**config.mk**
```make
export PLATFORM = sky130hd
export DESIGN_NAME = shadow_irq_ctl
export DESIGN_NICKNAME = d
export VERILOG_FILES = /design/src/rtl/shadow_irq_pkg.sv /design/src/rtl/shadow_annul_fsm.sv /design/src/rtl/shadow_irq_fsm.sv /design/src/rtl/shadow_irq_ctl.sv
export SDC_FILE = /design/constraint.sdc
export NUM_CORES = 1
export LEC_CHECK = 0
export BUFFER_PORTS_ARGS = -buffer_cell sky130_fd_sc_hd__buf_4
export CORE_AREA = 2 2 39 41
export CTS_BUF_LIST = sky130_fd_sc_hd__clkbuf_8
export CTS_CLUSTER_DIAMETER = 30
export DETAILED_ROUTE_END_ITERATION = 8
export DIE_AREA = 0 0 41 43
export PLACE_DENSITY_LB_ADDON = 0.12
export SYNTH_ARGS = -nofsm -noshare
export SYNTH_HDL_FRONTEND = slang
export SYNTH_SLANG_ARGS = --single-unit
```
**constraint.sdc**
```tcl
create_clock -name clk -period 1.65 [get_ports clk]
set_input_delay 0 -clock clk [delete_from_list [all_inputs] [get_ports clk]]
set_output_delay 0 -clock clk [all_outputs]
set_load 0.005 [all_outputs]
```
**src/rtl/shadow_irq_pkg.sv**
```systemverilog
package shadow_irq_pkg;

    typedef enum logic [1:0] {
        AN_CLEAR  = 2'd0,
        AN_BOTH   = 2'd1,
        AN_EXONLY = 2'd2
    } annul_st_t;

    typedef enum logic [1:0] {
        IQ_IDLE = 2'd0,
        IQ_PEND = 2'd1,
        IQ_INJ  = 2'd2
    } irq_st_t;

endpackage

```
**src/rtl/shadow_annul_fsm.sv**
```systemverilog
module shadow_annul_fsm
    import shadow_irq_pkg::*;
(
    input  logic clk,
    input  logic rst_n,
    input  logic adv_i,
    input  logic jump_i,
    input  logic br_taken_i,
    output logic dc_annul_o,
    output logic ex_annul_o,
    output logic take_o
);

    annul_st_t state_q, state_d;

    // A redirect only counts when the executing instruction itself is live.
    always_comb begin
        take_o = (jump_i || br_taken_i) && (state_q == AN_CLEAR);
    end

    always_comb begin
        state_d = state_q;
        unique case (state_q)
            AN_CLEAR:  if (adv_i && take_o) state_d = AN_BOTH;
            AN_BOTH:   if (adv_i)           state_d = AN_EXONLY;
            AN_EXONLY: if (adv_i)           state_d = AN_CLEAR;
            default:                        state_d = AN_CLEAR;
        endcase
    end

    always_ff @(posedge clk) begin
        if (!rst_n) state_q <= AN_CLEAR;
        else        state_q <= state_d;
    end

    always_comb begin
        dc_annul_o = 1'b0;
        ex_annul_o = 1'b0;
        unique case (state_q)
            AN_CLEAR:  ;
            AN_BOTH:   begin dc_annul_o = 1'b1; ex_annul_o = 1'b1; end
            AN_EXONLY: ex_annul_o = 1'b1;
            default:   ;
        endcase
    end

    // an effective redirect on advance cancels both younger instructions
    a_r2_take_sets_both: assert property (@(posedge clk) disable iff (!rst_n)
        (adv_i && take_o) |=> (dc_annul_o && ex_annul_o));

    // the decode-stage victim moves into execute on the next advance
    a_r3_shadow_shifts: assert property (@(posedge clk) disable iff (!rst_n)
        (adv_i && dc_annul_o) |=> (!dc_annul_o && ex_annul_o));

    // the execute-stage victim leaves on the advance after
    a_r3_shadow_ends: assert property (@(posedge clk) disable iff (!rst_n)
        (adv_i && ex_annul_o && !dc_annul_o) |=> (!dc_annul_o && !ex_annul_o));

    // a cancelled redirect never starts a new shadow
    a_r4_no_nested_take: assert property (@(posedge clk) disable iff (!rst_n)
        ex_annul_o |-> !take_o);

    // no advance, no movement
    a_r5_stall_holds: assert property (@(posedge clk) disable iff (!rst_n)
        !adv_i |=> $stable(state_q));

endmodule

```
**src/rtl/shadow_irq_fsm.sv**
```systemverilog
module shadow_irq_fsm
    import shadow_irq_pkg::*;
(
    input  logic clk,
    input  logic rst_n,
    input  logic adv_i,
    input  logic irq_i,
    input  logic hold_i,
    input  logic blocked_i,
    output logic inj_sel_o,
    output logic ret_ce_o
);

    irq_st_t state_q, state_d;

    always_comb begin
        state_d = state_q;
        unique case (state_q)
            IQ_IDLE: if (adv_i && irq_i)     state_d = IQ_PEND;
            IQ_PEND: if (adv_i && inj_sel_o) state_d = IQ_INJ;
            IQ_INJ:  if (adv_i)              state_d = irq_i ? IQ_PEND : IQ_IDLE;
            default:                         state_d = IQ_IDLE;
        endcase
    end

    always_ff @(posedge clk) begin
        if (!rst_n) state_q <= IQ_IDLE;
        else        state_q <= state_d;
    end

    always_comb begin
        inj_sel_o = 1'b0;
        ret_ce_o  = adv_i;
        unique case (state_q)
            IQ_IDLE: ;
            IQ_PEND: inj_sel_o = !hold_i && !blocked_i;
            IQ_INJ:  ret_ce_o  = 1'b0;
            default: ;
        endcase
    end

    // a latched injection retires the pending request
    a_r8_inject_clears: assert property (@(posedge clk) disable iff (!rst_n)
        (adv_i && inj_sel_o) |=> !inj_sel_o);

    // the return address is frozen for exactly the cycle after injection
    a_r9_ret_frozen: assert property (@(posedge clk) disable iff (!rst_n)
        (adv_i && inj_sel_o) |=> !ret_ce_o);

    // a request sampled on advance becomes pending, not injected at once
    a_r6_sample_delay: assert property (@(posedge clk) disable iff (!rst_n)
        (state_q == IQ_IDLE) |-> !inj_sel_o);

    // no advance, no movement
    a_r5_irq_stall_holds: assert property (@(posedge clk) disable iff (!rst_n)
        !adv_i |=> $stable(state_q));

endmodule

```
**src/rtl/shadow_irq_ctl.sv**
```systemverilog
module shadow_irq_ctl
    import shadow_irq_pkg::*;
(
    input  logic clk,
    input  logic rst_n,
    input  logic adv_i,
    input  logic ex_jump_i,
    input  logic ex_br_taken_i,
    input  logic irq_i,
    input  logic irq_hold_i,
    output logic dc_annul_o,
    output logic ex_annul_o,
    output logic inj_sel_o,
    output logic ret_ce_o
);

    logic take;
    logic inj_blocked;

    shadow_annul_fsm u_annul (
        .clk        (clk),
        .rst_n      (rst_n),
        .adv_i      (adv_i),
        .jump_i     (ex_jump_i),
        .br_taken_i (ex_br_taken_i),
        .dc_annul_o (dc_annul_o),
        .ex_annul_o (ex_annul_o),
        .take_o     (take)
    );

    // Injecting into a shadow would lose the interrupt, so wait it out.
    assign inj_blocked = take || dc_annul_o || ex_annul_o;

    shadow_irq_fsm u_irq (
        .clk       (clk),
        .rst_n     (rst_n),
        .adv_i     (adv_i),
        .irq_i     (irq_i),
        .hold_i    (irq_hold_i),
        .blocked_i (inj_blocked),
        .inj_sel_o (inj_sel_o),
        .ret_ce_o  (ret_ce_o)
    );

    // the forced word never lands where it would be cancelled
    a_r7_no_inject_in_shadow: assert property (@(posedge clk) disable iff (!rst_n)
        inj_sel_o |-> (!dc_annul_o && !ex_annul_o && !irq_hold_i));

    // an injection is never immediately cancelled by a redirect
    a_r7_inject_survives: assert property (@(posedge clk) disable iff (!rst_n)
        (adv_i && inj_sel_o) |=> !dc_annul_o);

    // quiet outputs in the first cycle after reset
    a_r1_reset_quiet: assert property (@(posedge clk)
        $rose(rst_n) |-> (!dc_annul_o && !ex_annul_o && !inj_sel_o));

endmodule

```
Word-level counts from Yosys, hierarchy flattened --
Cells that the tools add are included.
Storage, ports and cells: register bits 4, input port bits 7, output and inout port bits 4, logic and storage cells 40
Cells by class: eq/ne operators 10, muxes and demuxes 13, reductions and logical operators 15
Operator list (count):
- two-way mux 2 bit | 6
- case mux 2 bit (3 select lines) | 2
- inequality test 2 bit (second input constant) | 4
- AND reduction 3 bit | 2
- logical AND 1 bit | 5
- two-way mux 1 bit | 5
- == test 2 x 1 -> 1 bit (second input constant) | 2
- == test 2 bit (second input constant) | 2
- zero test 2 bit | 2
- inequality test 2 x 1 -> 1 bit (second input constant) | 2
- logical OR 1 bit | 3
- zero test 1 bit | 2
- OR reduction 2 bit | 1

Longest topological paths before layout --
Gate-level depths: netlist of the first run.
depth after elaboration 10, gate-level depth with buffers 5, gate-level depth less buffers 5

Cells and area by module --
From an unflattened synthesis of the first run, not the netlist that was laid out.
Second synthesis, totals: cells, all modules 31, area, all modules 305.3 um2
By module, submodules not included:
- shadow_annul_fsm | times used 1, cells an instance 19, area an instance 176.4 um2
- shadow_irq_fsm | times used 1, cells an instance 11, area an instance 122.6 um2
- shadow_irq_ctl | times used 1, cells an instance 1, area an instance 6.3 um2

Worst setup path after synthesis of the first run --
No wires, ideal clock.
kind reg-to-reg, start point register u_annul.state_q[0], end point register u_irq.state_q[1], setup time 0.116 ns, arrival time 1.142 ns, required time 1.534 ns, slack 0.392 ns, stages on the path, launching flop included 6, path buffers 0, path through dfxtp_1 > inv_1 > ha_1 > nor2_1 > and4b_4 > a41o_1
Between the ends: cells in the longest elaborated chain, start to end 10, elaborated cells on any way between the ends 15
Ends and longest elaborated chain:
- from (decl) | RTL line shadow_annul_fsm.sv:14 | annul_st_t state_q, state_d;
- from (signal assigned) | RTL line shadow_annul_fsm.sv:33 | else state_q <= state_d;
- == test 2 x 1 -> 1 bit or == test 2 bit (tied branches) | RTL line shadow_annul_fsm.sv:39 | unique case (state_q)
- OR reduction 2 bit (no line) *
- two-way mux 1 bit * | RTL line shadow_annul_fsm.sv:39
- named net ex_annul_o | RTL line shadow_irq_ctl.sv:12 | output logic ex_annul_o,
- logical OR 1 bit * | RTL line shadow_irq_ctl.sv:32 | assign inj_blocked = take || dc_annul_o || ex_annul_o;
- zero test 1 bit * | RTL line shadow_irq_fsm.sv:36 | IQ_PEND: inj_sel_o = !hold_i && !blocked_i;
- logical AND 1 bit * | RTL line shadow_irq_fsm.sv:36
- two-way mux 1 bit * | RTL line shadow_irq_fsm.sv:34 | unique case (state_q)
- named net inj_sel_o | RTL line shadow_irq_ctl.sv:13 | output logic inj_sel_o,
- logical AND 1 bit * | RTL line shadow_irq_fsm.sv:20 | IQ_PEND: if (adv_i && inj_sel_o) state_d = IQ_INJ;
- inequality test 2 x 1 -> 1 bit (no line) *
- AND reduction 3 bit (no line) *
- to (signal assigned) | RTL line shadow_irq_fsm.sv:28 | else state_q <= state_d;
- to (decl) | RTL line shadow_irq_fsm.sv:14 | irq_st_t state_q, state_d;
The timed path passes the listed nets; every way through them passes the cells marked *. A chain may end at the register's enable or synchronous reset.

Final worst setup path of the first run --
start point register u_annul.state_q[0], end point output inj_sel_o
Between the ends: cells in the longest elaborated chain, start to end 7, elaborated cells on any way between the ends 12
Ends and longest elaborated chain (RTL line):
- == test 2 x 1 -> 1 bit (tied with other cells) | shadow_annul_fsm.sv:39
- OR reduction 2 bit (no line) (tied with other cells)
- two-way mux 1 bit or logical OR 1 bit (tied branches) | shadow_annul_fsm.sv:39, shadow_irq_ctl.sv:32
- logical OR 1 bit * | shadow_irq_ctl.sv:32
- zero test 1 bit * | shadow_irq_fsm.sv:36
- logical AND 1 bit * | shadow_irq_fsm.sv:36
- two-way mux 1 bit * | shadow_irq_fsm.sv:34
- to (decl) | shadow_irq_ctl.sv:13
Every way passes the cells marked *; elsewhere a longest branch is shown, timed or not.

==> results.sh, run 1 <==
export IMPL_viasPerCell=4.48
export IMPL_min_period_ps=1440
export IMPL_cts_tree="done"
export IMPL_synth_cells=32
export IMPL_max_freq_mhz=697
export IMPL_cts_sinks=4
export IMPL_clk_pin_slew_ps=30
export IMPL_crit_chain="inv_1 -> ha_1 -> nor2_1 -> and4b_4 -> buf_4"
export IMPL_cts_made_buffers=3
export IMPL_maxSlewViolCount=0
export IMPL_cp_slowest_cell="dfxtp_1"
export IMPL_synthArstFlopShare_pct=0
export IMPL_post_cts_setup_buffers=0
export IMPL_ir_drop_v=0.000556
export IMPL_initial_utilization_pct=21.0
export IMPL_die_area_um2=1760
export IMPL_hpwl_um=599
export IMPL_grt_usage_pct=10.5
export IMPL_synth_common_cells="dfxtp_1 (4), ha_1 (4), nand2_1 (4), inv_1 (3)"
export IMPL_grt_pass1_wl_um=1170
export IMPL_arrival_ps=1440
export IMPL_drt_initial_drc_count=1
export IMPL_final_cells=61
export IMPL_die_h_um=43
export IMPL_htree_levels=1
export IMPL_syn_area_per_cell_um2=9.07
export IMPL_synth_warnings=0
export IMPL_vias=273
export IMPL_ys_seq_area_share_pct=27.6
export IMPL_hp_class="primary input to flip-flop"
export IMPL_drc=0
export IMPL_cts_path_max_buffers=2
export IMPL_synth_main_ff_cell="dfxtp_1"
export IMPL_rows=14
export IMPL_p_per_area_nw_per_um2=1290
export IMPL_maxSlewHeadroom_pct=91.0
export IMPL_core_um2=1380
export IMPL_synth_edf_count=0
export IMPL_fin_nets=58
export IMPL_drive_gt1_share_pct=40.0
export IMPL_wl_per_cell_um=11.5
export IMPL_ant_nets=0
export IMPL_syn_to_final_growth_pct=47.0
export IMPL_status="finished clean"
export IMPL_io_buffers=10
export IMPL_antenna_found_initial=0
export IMPL_syn_area_um2=290
export IMPL_synth_net_count=43
export IMPL_fin_crit_sh_pct=87.0
export IMPL_worstPathMaxFanout=3
export IMPL_clk_insertion_delay_late_ps=210
export IMPL_cts_hold_buf=0
export IMPL_start_kind="flip-flop"
export IMPL_synth_top_area_cell="dfxtp_1"
export IMPL_worstSetupEndpointType="primary output"
export IMPL_grt_setup_unrepaired="no"
export IMPL_setup_viol=0
export IMPL_crit_required_ps=1650
export IMPL_grt_ovfl_total=0
export IMPL_criticalPathCategory="flip-flop to primary output"
export IMPL_critPathMaxStageDelay_ps=340
export IMPL_ys_types=19
export IMPL_max_cap_violations=0
export IMPL_setup_tns_ps=0
export IMPL_dieWidth_um=41
export IMPL_skew_ps=1.37
export IMPL_gp_congestion=0.611
export IMPL_postCtsResizedCells=0
export IMPL_diodes=0
export IMPL_reg2reg_slack_ps=310
export IMPL_worstMarginPinSlew_ps=132
export IMPL_power_w=0.000551
export IMPL_synth_area_leaders="dfxtp_1 (28%), ha_1 (17%), a2bb2oi_2 (5.2%)"
export IMPL_nFillCells=151
export IMPL_hold_viol=0
export IMPL_grt_pass1_vias=282
export IMPL_synth_top_area_share_pct=27.6
export IMPL_leakagePower_nw=0.198
export IMPL_clockRootBuffer="clkbuf_8"
export IMPL_synth_seq_cells=4
export IMPL_grt_max_degree=9
export IMPL_ioPinCount=11
export IMPL_drtPass1Iterations=2
export IMPL_dp_cells=58
export IMPL_routed_wl_um=704
==> worst paths after layout <==
check	from	endpoint	cells after the start
max	u_annul.state_q[0]	inj_sel_o	5
min	adv_i	u_irq.state_q[0]	2
max reg2reg	u_annul.state_q[0]	u_irq.state_q[1]	5
min reg2reg	u_annul.state_q[0]	u_annul.state_q[0]	2
==> where the power goes <==
| group | switching, W | total [W] | internal [W] | leakage [nW] |
|---|---|---|---|---|
| Clock | 0.0000437 | 0.000199 | 0.000155 | 0.0216 |
| Sequential | 0.0000133 | 0.000128 | 0.000115 | 0.0328 |
| Combinational | 0.000108 | 0.000224 | 0.000117 | 0.143 |
==> critical path, delay by kind of cell, from the launching register on <==
family	cells	cell delay, ps
adders and majority gates	1	320
buffers and inverters	2	190
DFF	1	340
and+or+nand+nor	2	360
==> area by class of cell <==
cell class | instances | area, µm² | area share [%]
timing repair buffer | 10 | 75.1 | 17.6
inverter | 3 | 11.3 | 2.64
multi-input combinational | 25 | 199 | 46.6
sequential | 4 | 80.1 | 18.8
clock buffer | 3 | 41.3 | 9.68
tap | 16 | 20.0 | 4.69
==> layout by cell type (no fill, tap or decap), drive strengths merged, types with 2 or more instances in the layout <==
cell,instances
buf,10
nand2,4
ha,4
dfxtp,4
inv,3
clkbuf,3
o21ai,3
nor2,2
==> cells by family after synthesis <==
logic type / count (synthesis) / share of synthesized area (%)
AO/OA/AOI/OAI: 8 / 20.3
buffers and inverters: 3 / 3.88
flip-flops: 4 / 27.6
adder cells (fa/ha/maj): 4 / 17.2
multiplexers: 1 / 3.45
AND/OR/NAND/NOR: 12 / 27.6
==> stage by stage <==
stage | cell area, µm² | utilization (%) | setup WS [ps] | hold slack [ps]
after floorplan | 290 | - | 392 | 89.4
after global placement | 385 | 27.8 | 352 | 261
after detailed placement | 385 | 27.8 | 303 | 269
after CTS | 427 | 30.8 | 192 | 47.1
after global routing | 427 | 30.8 | 99.5 | 56.9
final | 427 | 30.8 | 215 | 41.3
==> registers in the layout, indices dropped and copies added (netlist names) <==
signal and flops:
u_irq.state_q 2, u_annul.state_q 2
==> per-layer routing <==
metal	vias up	wire [µm]	track usage [%]
li1	141	-	-
met1	124	255	10.3
met2	8	406	17.8
met3	0	42	6.28
met4	0	0	2.00
met5	-	0	0
Power figures use the tool's default switching activity.
==> run 2, diff against run 1 <==
Settings changed: PLACE_DENSITY from default to 0.43, PLACE_DENSITY_LB_ADDON 0.12 to default.
==> results.sh, run 2 (synthesis results as in run 1) <==
export IMPL_grt_setup_unrepaired="no"
export IMPL_grt_pass1_vias=259
export IMPL_diodes=0
export IMPL_gp_congestion=0.592
export IMPL_hold_viol=0
export IMPL_hpwl_um=477
export IMPL_grt_usage_pct=8.64
export IMPL_leakagePower_nw=0.198
export IMPL_arrival_ps=1420
export IMPL_final_cell_mix="buf_4 (10), nand2_1 (4), ha_1 (4), dfxtp_1 (4)"
export IMPL_postCtsResizedCells=0
export IMPL_syn_to_final_growth_pct=47.0
export IMPL_ir_drop_v=0.000478
export IMPL_r2r_start="u_annul.state_q[0]"
export IMPL_ioPinCount=11
export IMPL_ant_nets=0
export IMPL_skew_ps=1.87
export IMPL_hp_class="primary input to flip-flop"
export IMPL_drt_initial_drc_count=4
export IMPL_cp_slowest_cell="dfxtp_1"
export IMPL_max_freq_mhz=706
export IMPL_clk_insertion_delay_late_ps=220
export IMPL_final_common_cell="buf_4"
export IMPL_drc=0
export IMPL_antenna_found_initial=0
export IMPL_initial_utilization_pct=21.0
export IMPL_cts_path_max_buffers=2
export IMPL_max_cap_violations=0
export IMPL_worstMarginPinSlew_ps=167
export IMPL_min_period_ps=1420
export IMPL_grt_ovfl_total=0
export IMPL_largestRegisters="u_annul.state_q (2), u_irq.state_q (2)"
export IMPL_cts_hold_buf=0
export IMPL_post_cts_setup_buffers=0
export IMPL_critPathMaxStageDelay_ps=340
export IMPL_crit_chain="inv_1 -> ha_1 -> nor2_1 -> and4b_4 -> buf_4"
export IMPL_io_buffers=10
export IMPL_core_um2=1380
export IMPL_drive_gt1_share_pct=40.0
export IMPL_dpl_cell_area_um2=385
export IMPL_cts_sinks=4
export IMPL_worstPathMaxFanout=3
export IMPL_cts_tree="done"
export IMPL_maxSlewHeadroom_pct=88.8
export IMPL_start_kind="flip-flop"
export IMPL_setup_tns_ps=0
export IMPL_die_area_um2=1760
export IMPL_setup_viol=0
export IMPL_crit_required_ps=1650
export IMPL_criticalPathCategory="flip-flop to primary output"
export IMPL_routed_wl_um=626
export IMPL_fin_crit_sh_pct=85.9
export IMPL_rows=14
export IMPL_stdcell_area_um2=427
export IMPL_dieWidth_um=41
export IMPL_viasPerCell=4.39
export IMPL_cp_startpoint="u_annul.state_q[0]"
export IMPL_vias=268
export IMPL_worstSetupEndpointType="primary output"
export IMPL_cts_made_buffers=3
export IMPL_p_per_area_nw_per_um2=1290
export IMPL_clockRootBuffer="clkbuf_8"
export IMPL_wl_per_cell_um=10.3
export IMPL_grt_pass1_wl_um=966
export IMPL_maxSlewViolCount=0
export IMPL_min_from="adv_i"
export IMPL_nFillCells=147
export IMPL_clk_pin_slew_ps=30
export IMPL_fin_nets=58
export IMPL_die_h_um=43
export IMPL_status="finished clean"
export IMPL_drtPass1Iterations=3
export IMPL_htree_levels=1
export IMPL_grt_max_degree=9
[run 2: cell counts in the layout (fill, tap and decap cells not counted)]
No cell type changed its count.
[run 2: power breakdown]
part           total, W  switching, W  internal [W]
registers      0.000127     0.0000119      0.000115
clock network  0.000207     0.0000510      0.000156
logic          0.000217      0.000102      0.000115
[run 2: critical path, delay by kind of cell, from the launching register on]
kind	cells	cell delay, ps
and+or+nand+nor	2	360
DFF	1	340
adders and majority gates	1	310
buffers and inverters	2	190
[run 2: through the flow]
| step | power (W) | hold slack [ps] | setup slack, ps | utilization (%) | cells |
|---|---|---|---|---|---|
| 2_1_floorplan | 0.000266 | 89.4 | 392 | - | 32 |
| 3_3_place_gp | 0.000351 | 265 | 359 | 27.8 | 58 |
| 5_1_grt | 0.000602 | 50.2 | 124 | 30.8 | 61 |
| 6_report | 0.000550 | 36.5 | 233 | 30.8 | 61 |
| 3_5_place_dp | 0.000348 | 255 | 336 | 27.8 | 58 |
| 4_1_cts | 0.000569 | 30.5 | 205 | 30.8 | 61 |
[run 2: cell type report]
class | count | area [µm²] | share of cell area [%]
clock buffer | 3 | 41.3 | 9.68
tap | 16 | 20.0 | 4.69
sequential | 4 | 80.1 | 18.8
inverter | 3 | 11.3 | 2.64
multi-input combinational | 25 | 199 | 46.6
timing repair buffer | 10 | 75.1 | 17.6
[run 2: layer usage]
metal / part of all wire (%) / GRT usage [%] / vias to the layer above
met5: 0 / 0 / -
met1: 47 / 9.68 / 120
met2: 49 / 11.9 / 8
li1: - / - / 140
met3: 4.3 / 4.71 / 0
met4: 0 / 6.00 / 0
[run 2: path summary, 6_finish.rpt]
check	endpoint	slack (ps)	depth (start not counted)
worst max-delay path	inj_sel_o	230	5
worst min-delay path	u_irq.state_q[0]	40	2
worst max register to register	u_irq.state_q[1]	340	5
worst min register to register	u_annul.state_q[0]	480	2
